==> src/rtl/ckg_pkg.sv <==
package ckg_pkg;
    localparam int DATA_W     = 8;
    localparam int ADDR_W     = 8;
    localparam int SEL_W      = 4;
    localparam int WIN_CYC    = 4;
    localparam int TMR_W      = $clog2(WIN_CYC);
    localparam int LOCK_BIT   = 7;
    localparam logic [DATA_W-1:0] UNLOCK_PAT = 8'h80;
    localparam logic [SEL_W-1:0]  STRAP_SEL  = 4'd3;

    typedef struct packed {
        logic             en;
        logic [TMR_W-1:0] tmr;
        logic [SEL_W-1:0] sel;
    } ctrl_t;
endpackage

==> src/rtl/ckg_ctrl.sv <==
module ckg_ctrl
    import ckg_pkg::*;
#(
    parameter logic [ADDR_W-1:0] REG_ADDR = 8'h61
) (
    input  logic              clk,
    input  logic              rst_n,
    input  logic              strap_div8,
    input  logic [ADDR_W-1:0] bus_addr,
    input  logic [DATA_W-1:0] bus_wdata,
    input  logic              bus_we,
    output logic              en_o,
    output logic [SEL_W-1:0]  sel_o
);
    ctrl_t ctrl_d, ctrl_q;
    logic  hit, unlock_wr, field_wr;

    always_comb begin
        hit       = bus_we && (bus_addr == REG_ADDR);
        unlock_wr = hit && (bus_wdata == UNLOCK_PAT);
        field_wr  = hit && !bus_wdata[LOCK_BIT];
        ctrl_d    = ctrl_q;
        if (ctrl_q.en) begin
            if (field_wr) begin
                ctrl_d.sel = bus_wdata[SEL_W-1:0];
                ctrl_d.en  = 1'b0;
                ctrl_d.tmr = '0;
            end else if (ctrl_q.tmr == '0) begin
                ctrl_d.en = 1'b0;
            end else begin
                ctrl_d.tmr = ctrl_q.tmr - 1'b1;
            end
        end else if (unlock_wr) begin
            ctrl_d.en  = 1'b1;
            ctrl_d.tmr = TMR_W'(WIN_CYC - 1);
        end
    end

    always_ff @(posedge clk) begin
        if (!rst_n) begin
            ctrl_q.en  <= 1'b0;
            ctrl_q.tmr <= '0;
            ctrl_q.sel <= strap_div8 ? STRAP_SEL : '0;
        end else begin
            ctrl_q <= ctrl_d;
        end
    end

    assign en_o  = ctrl_q.en;
    assign sel_o = ctrl_q.sel;
endmodule

==> src/rtl/ckg_divider.sv <==
module ckg_divider
    import ckg_pkg::*;
#(
    parameter int MAX_SHIFT = 8
) (
    input  logic             clk,
    input  logic             rst_n,
    input  logic [SEL_W-1:0] sel_i,
    output logic             tick_o
);
    localparam int CNT_W = MAX_SHIFT;

    typedef struct packed {
        logic [CNT_W-1:0] cnt;
    } div_t;

    div_t             div_d, div_q;
    logic [SEL_W-1:0] sh;
    logic [CNT_W:0]   span;
    logic [CNT_W-1:0] reload;

    always_comb begin
        sh     = (sel_i > SEL_W'(MAX_SHIFT)) ? SEL_W'(MAX_SHIFT) : sel_i;
        span   = {{CNT_W{1'b0}}, 1'b1} << sh;
        reload = CNT_W'(span - 1'b1);
        div_d  = div_q;
        if (div_q.cnt == '0) begin
            div_d.cnt = reload;
        end else begin
            div_d.cnt = div_q.cnt - 1'b1;
        end
    end

    always_ff @(posedge clk) begin
        if (!rst_n) begin
            div_q.cnt <= '0;
        end else begin
            div_q <= div_d;
        end
    end

    assign tick_o = (div_q.cnt == '0);
endmodule

==> src/rtl/clkdiv_guard.sv <==
module clkdiv_guard
    import ckg_pkg::*;
#(
    parameter logic [7:0] REG_ADDR  = 8'h61,
    parameter int         MAX_SHIFT = 8
) (
    input  logic       clk,
    input  logic       rst_n,
    input  logic       strap_div8,
    input  logic [7:0] bus_addr,
    input  logic [7:0] bus_wdata,
    input  logic       bus_we,
    output logic [7:0] bus_rdata,
    output logic       clk_en
);
    logic             ctl_en;
    logic [SEL_W-1:0] ctl_sel;

    ckg_ctrl #(.REG_ADDR(REG_ADDR)) ctrl_i (
        .clk       (clk),
        .rst_n     (rst_n),
        .strap_div8(strap_div8),
        .bus_addr  (bus_addr),
        .bus_wdata (bus_wdata),
        .bus_we    (bus_we),
        .en_o      (ctl_en),
        .sel_o     (ctl_sel)
    );

    ckg_divider #(.MAX_SHIFT(MAX_SHIFT)) div_i (
        .clk   (clk),
        .rst_n (rst_n),
        .sel_i (ctl_sel),
        .tick_o(clk_en)
    );

    assign bus_rdata = (bus_addr == REG_ADDR) ? {ctl_en, 3'b000, ctl_sel} : 8'h00;
endmodule

==> config.mk <==
export PLATFORM = sky130hd
export DESIGN_NAME = clkdiv_guard
export DESIGN_NICKNAME = d
export VERILOG_FILES = /design/src/rtl/ckg_pkg.sv /design/src/rtl/ckg_ctrl.sv /design/src/rtl/ckg_divider.sv /design/src/rtl/clkdiv_guard.sv
export SDC_FILE = /design/constraint.sdc
export NUM_CORES = 1
export LEC_CHECK = 0
export BUFFER_PORTS_ARGS = -buffer_cell sky130_fd_sc_hd__clkbuf_2
export CORE_ASPECT_RATIO = 0.75
export CORE_MARGIN = 2
export CORE_UTILIZATION = 23
export DETAILED_ROUTE_END_ITERATION = 10
export GPL_TIMING_DRIVEN = 0
export PLACE_DENSITY_LB_ADDON = 0.15
export SLEW_MARGIN = 20
export SYNTH_ARGS = -nofsm -noshare
export SYNTH_HDL_FRONTEND = slang
export SYNTH_SLANG_ARGS = --single-unit
==> constraint.sdc <==
create_clock -name clk -period 2.9 [get_ports clk]
set_clock_uncertainty 0.2 [all_clocks]
set_input_delay 0.29 -clock clk [delete_from_list [all_inputs] [get_ports clk]]
set_output_delay 0.29 -clock clk [all_outputs]
set_load 0.005 [all_outputs]
* Word level (Yosys, flattened, before mapping) *
Index checks and enable logic that the tools add are counted.

word-level totals
  output and inout bits = 9
  register bits = 15
  input port bits = 20

cells by class
  shift operators = 1
  equal/unequal tests = 5
  magnitude comparators = 1
  reduce and logical (&&, ||, !) cells = 9
  add/sub/neg operators = 3
  mux-type cells = 12

operators by type and width
  kind                                                   count
  two-way mux 4 bit                                      4
  two-way mux 8 bit                                      2
  subtractor 8 x 1 -> 8 bit, second input constant       2
  two-way mux 3 bit                                      3
  equality test 8 x 7 -> 1 bit, second input constant    1
  equality test 8 bit, second input constant             1
  zero test 8 bit                                        1
  << shifter 1 x 4 -> 8 bit, first input constant        1
  greater-than comparator 4 bit, second input constant   1
  two-way mux 2 bit                                      2
  inequality test 2 x 1 -> 1 bit, second input constant  2
  AND reduction 2 bit                                    2
  logical AND 1 bit                                      3
  inequality test 3 bit, second input constant           1
  zero test 2 bit                                        1
  nonzero test 2 bit                                     1
  subtractor 2 x 1 -> 2 bit, second input constant       1
  zero test 1 bit                                        1
  two-way mux 1 bit                                      1

* Logic depth before layout (Yosys ltp) *
  depth after elaboration = 6
  mapped depth = 7
  gate-level depth less buffers = 7

* By module *
Synthesis repeated with hierarchy kept, for this count alone.

second synthesis, totals
  cell total of the unflattened synthesis = 125
  area total of the unflattened synthesis = 1087.3 µm²

modules (own cells, without submodules)
  module        times used  area an instance (µm²)  cells an instance  seq. area each (µm²)
  ckg_divider   1           546.8                   65                 160.2
  ckg_ctrl      1           445.4                   44                 180.2
  clkdiv_guard  1           95.1                    16                 0.0

* Least setup slack after synthesis *
No wires, ideal clock.

  kind = reg-to-reg
  from = reg ctrl_i.ctrl_q (netlist bit ctrl_i.sel_o[3])
  to = reg div_i.div_q[4] (netlist bit)
  slack = 643 ps
  clock period less this slack = 2257 ps
  arrival = 1937 ps
  setup time = 120 ps
  stages on the path, launching flop included = 8
  path through = edfxtp_1 or4_4 nor4_2 a31oi_1 ha_1 o311a_4 nor3_2 nor3b_2

on the way
  longest elaborated chain between the ends = 5

RTL lines
  element                        RTL line           RTL
  start, declared                ckg_ctrl.sv:15     ctrl_t ctrl_d, ctrl_q;
  start signal, assigned         ckg_ctrl.sv:45     ctrl_q <= ctrl_d;
  greater-than comparator 4 bit  ckg_divider.sv:23  sh = (sel_i > SEL_W'(MAX_SHIFT)) ? SEL_W'(MAX_SHIFT) : sel_i;
  two-way mux 4 bit (*)          ckg_divider.sv:23
  << shifter 1 x 4 -> 8 bit (*)  ckg_divider.sv:24  span = {{CNT_W{1'b0}}, 1'b1} << sh;
  subtractor 8 x 1 -> 8 bit (*)  ckg_divider.sv:25  reload = CNT_W'(span - 1'b1);
  two-way mux 8 bit (*)          ckg_divider.sv:27  if (div_q.cnt == '0) begin
  end signal, assigned           ckg_divider.sv:38  div_q <= div_d;
  end, declared                  ckg_divider.sv:17  div_t div_d, div_q;

Mark *: on every way between the ends. The rest lies on a longest branch, timed or not.
A chain may end at the register's enable or synchronous reset.

* Final worst setup path *
Ends and elaborated chain as after synthesis.

==> run_results.csv <==
group,metric,value,unit
global_route,antenna_found_initial,0,
timing,min_period_over_period,86.4,%
synthesis,synth_edf_count,4,
global_route,gr-usage-all-layers,10.7,%
timing,final.setup.worst_slack,0.394,ns
cts,clock-sinks,15,
synthesis,syn_area,928,um^2
worst_setup_path,worstPathRequired,2.83,ns
timing,maxSlewViolCount,0,
synthesis,synth_seq_cells,15,
final_layout,n_antenna_cell,0,
cts,post-cts-setup-buffers,0,
worst_setup_path,worstSetupStartpointType,"register",
route,drt_first_pass_iters,4,
route,final_antenna_net_count,0,
min_path,worstHoldEndpoint,"ctrl_i.sel_o[1]$_DFFE_PP_",
floorplanning,dieHeight,59.0,um
synthesis,synth_area_per_cell,9.10,um^2
power,p_leak,0.510,nW
cts,ctsResizeCount,0,
timing,setup_viol,0,
synthesis,netlist_instances,102,
min_path,holdPathStages,3,
flow_run,maxCapViolCount,0,
floorplanning,die_x,77.4,um
outcome,outcome,"completed",
route,via_per_inst,4.70,
synthesis,synthTopCellsByCount,"11 x dfxtp_1, 10 x nand2_1, 7 x and3_1",
final_layout,nets,155,
worst_setup_path,reg2reg_from,"ctrl_i.sel_o[3]$_SDFFCE_PN0P_",
placement,gp_congestion,0.755,
global_route,grt_max_degree,11,
cts,clk_latency,0.25,ns
placement,numPortBuffers,24,
cts,path_clk_slew,0.06,ns
synthesis,synthFlopType,"dfxtp_1",
route,wl_per_cell,12.1,um
timing,rsz0062_at_grt,"no",
route,vias,864,
timing,finalHoldViolCount,0,
synthesis,async_flop_share,0,%
power,vdd_ir_drop_max,0.000142,V
synthesis,netlist.area_leader.share,23.7,%
cts,cts-root-buf,"clkbuf_8",
synthesis,synthTopCellsByArea,"dfxtp_1 24%, edfxtp_1 13%, and3_1 4.7%",
final_layout,final_core_util,31.1,%
timing,whs,0.126,ns
timing,fmax,0.399,GHz
min_path,min_path_type,"primary input to register",
min_path,hp-start,"strap_div8",
synthesis,synth_cell_types,42,
synthesis,yosys.cell_count.top_type,"dfxtp_1",
route,drt_iter0_drc,68,
global_route,grt_pass1_vias,813,
synthesis,synth-seq-area-share,36.7,%
timing,period_minus_slack,2.51,ns
cts,cts_tree,"built",
placement,post-place-ws,0.387,ns
timing,fin_tns_setup,0,ns
worst_setup_path,critPathCaptureType,"register",
route,wirelength,2230,um
floorplanning,initial_core_util,24.7,%
floorplanning,ios,29,
global_route,grt_overflow,0,
cts,postCtsHoldBufs,0,
final_layout,area_delta_synth_final,25.7,%
timing,slew_headroom,43.9,%
route,drc,0,
timing,tightest_slew,0.830,ns
worst_setup_path,reg2reg_slack,0.39,ns
worst_setup_path,critical_path_class,"register to register",
power,p_per_area,544,mW/mm^2
worst_setup_path,rr_worst_depth,7,
worst_setup_path,arrival,2.44,ns
final_layout,drive_above_1_share,33.3,%
global_route,grt_util_met1,14.1,%
global_route,busiest_layer,"met2",
global_route,grt_pass1_wl,3750,um
floorplanning,num_rows,19,
global_route,grt_use_met3,3.81,%
cts,cts_max_path_buffers,2,
global_route,grt_util_met2,15.5,%
worst_setup_path,crit_fanout,5,
worst_setup_path,regToRegEndpoint,"div_i.div_q[4]$_SDFF_PN0_",
placement,hpwlAfterDp,1760,um
synthesis,yosys_warnings,0,
synthesis,yosys.area.top_type,"dfxtp_1",
cts,numCtsBuffers,3,
floorplanning,core,0.00376,mm^2
cts,htreeDepth,1,
floorplanning,fp.dieArea,0.00457,mm^2
-- sequential cells by signal, summed over array words and instances (netlist names) --
register	count
ctrl_i.ctrl_q	2
ctrl_i.en_o	1
ctrl_i.sel_o	4
div_i.div_q	8
-- through the flow --
step	power, mW	cells	cell area, um^2
floorplan	0.417	104	936
global placement	0.465	180	1120
detailed placement	0.468	180	1120
CTS	0.643	184	1170
global route	0.678	184	1170
finish	0.635	184	1170
-- power breakdown --
group          leakage (nW)  switching (mW)  total (mW)  internal [mW]
Sequential            0.129          0.0388       0.283          0.244
Combinational         0.356          0.0881       0.180         0.0923
Clock                0.0255          0.0768       0.172         0.0951
-- critical path, stage by stage, from the launching register on --
cell	delay, ns
edfxtp_1	0.43
or4_4	0.60
nor4_2	0.35
a31oi_1	0.17
ha_1	0.25
o311a_4	0.16
nor3_2	0.17
nor3b_2	0.06
-- cells by family (layout without fill, tap and decap cells) --
logic type,Yosys count,in the layout,share of synthesized area [%]
compound gates,16,16,12.8
fa+ha+maj,2,2,2.69
buf+inv,9,37,4.85
flops,15,15,36.7
mux,3,3,3.23
other cells,1,3,0.404
simple gates,56,56,39.4
-- cell usage in the layout, fill, tap and decap left out, drive strengths merged, types with 4 or more instances in the layout --
cell type,count
clkbuf,28
dfxtp,11
nand2,10
and3,7
nor2,5
a21oi,5
or3,5
inv,4
and2,4
edfxtp,4
nor3,4
nor4,4
-- final cells by class --
type                    count  area [um^2]
well taps                  52         65.1
multi-input cells          80          551
repair buffers             24          120
plain buffers               4         26.3
fillers                   427         2590
clock buffers               3         41.3
clock inverters             1         5.00
inverters                   5         18.8
flip-flops and latches     15          340
-- how the worst max path moves through the flow --
stage	startpoint	to	slack (ns)	cells after the start
2_1_floorplan	ctrl_i.sel_o[3]$_SDFFCE_PN0P_	div_i.div_q[4]$_SDFF_PN0_	0.64	7
3_3_place_gp	ctrl_i.sel_o[3]$_SDFFCE_PN0P_	div_i.div_q[4]$_SDFF_PN0_	0.41	7
3_5_place_dp	ctrl_i.sel_o[3]$_SDFFCE_PN0P_	div_i.div_q[4]$_SDFF_PN0_	0.39	7
4_1_cts	ctrl_i.sel_o[3]$_SDFFCE_PN0P_	div_i.div_q[4]$_SDFF_PN0_	0.36	7
5_1_grt	ctrl_i.sel_o[3]$_SDFFCE_PN0P_	div_i.div_q[6]$_SDFF_PN0_	0.17	7
6_report	ctrl_i.sel_o[3]$_SDFFCE_PN0P_	div_i.div_q[4]$_SDFF_PN0_	0.39	7
-- per-layer routing --
metal / share of wire [%] / wire, um / vias to the layer above
met4: 1.2 / 27 / 0
met3: 7.5 / 167 / 2
li1: - / - / 439
met5: 0 / 0 / -
met1: 50 / 1100 / 397
met2: 42 / 928 / 26
Note: power is estimated with default switching activity, not from simulation.
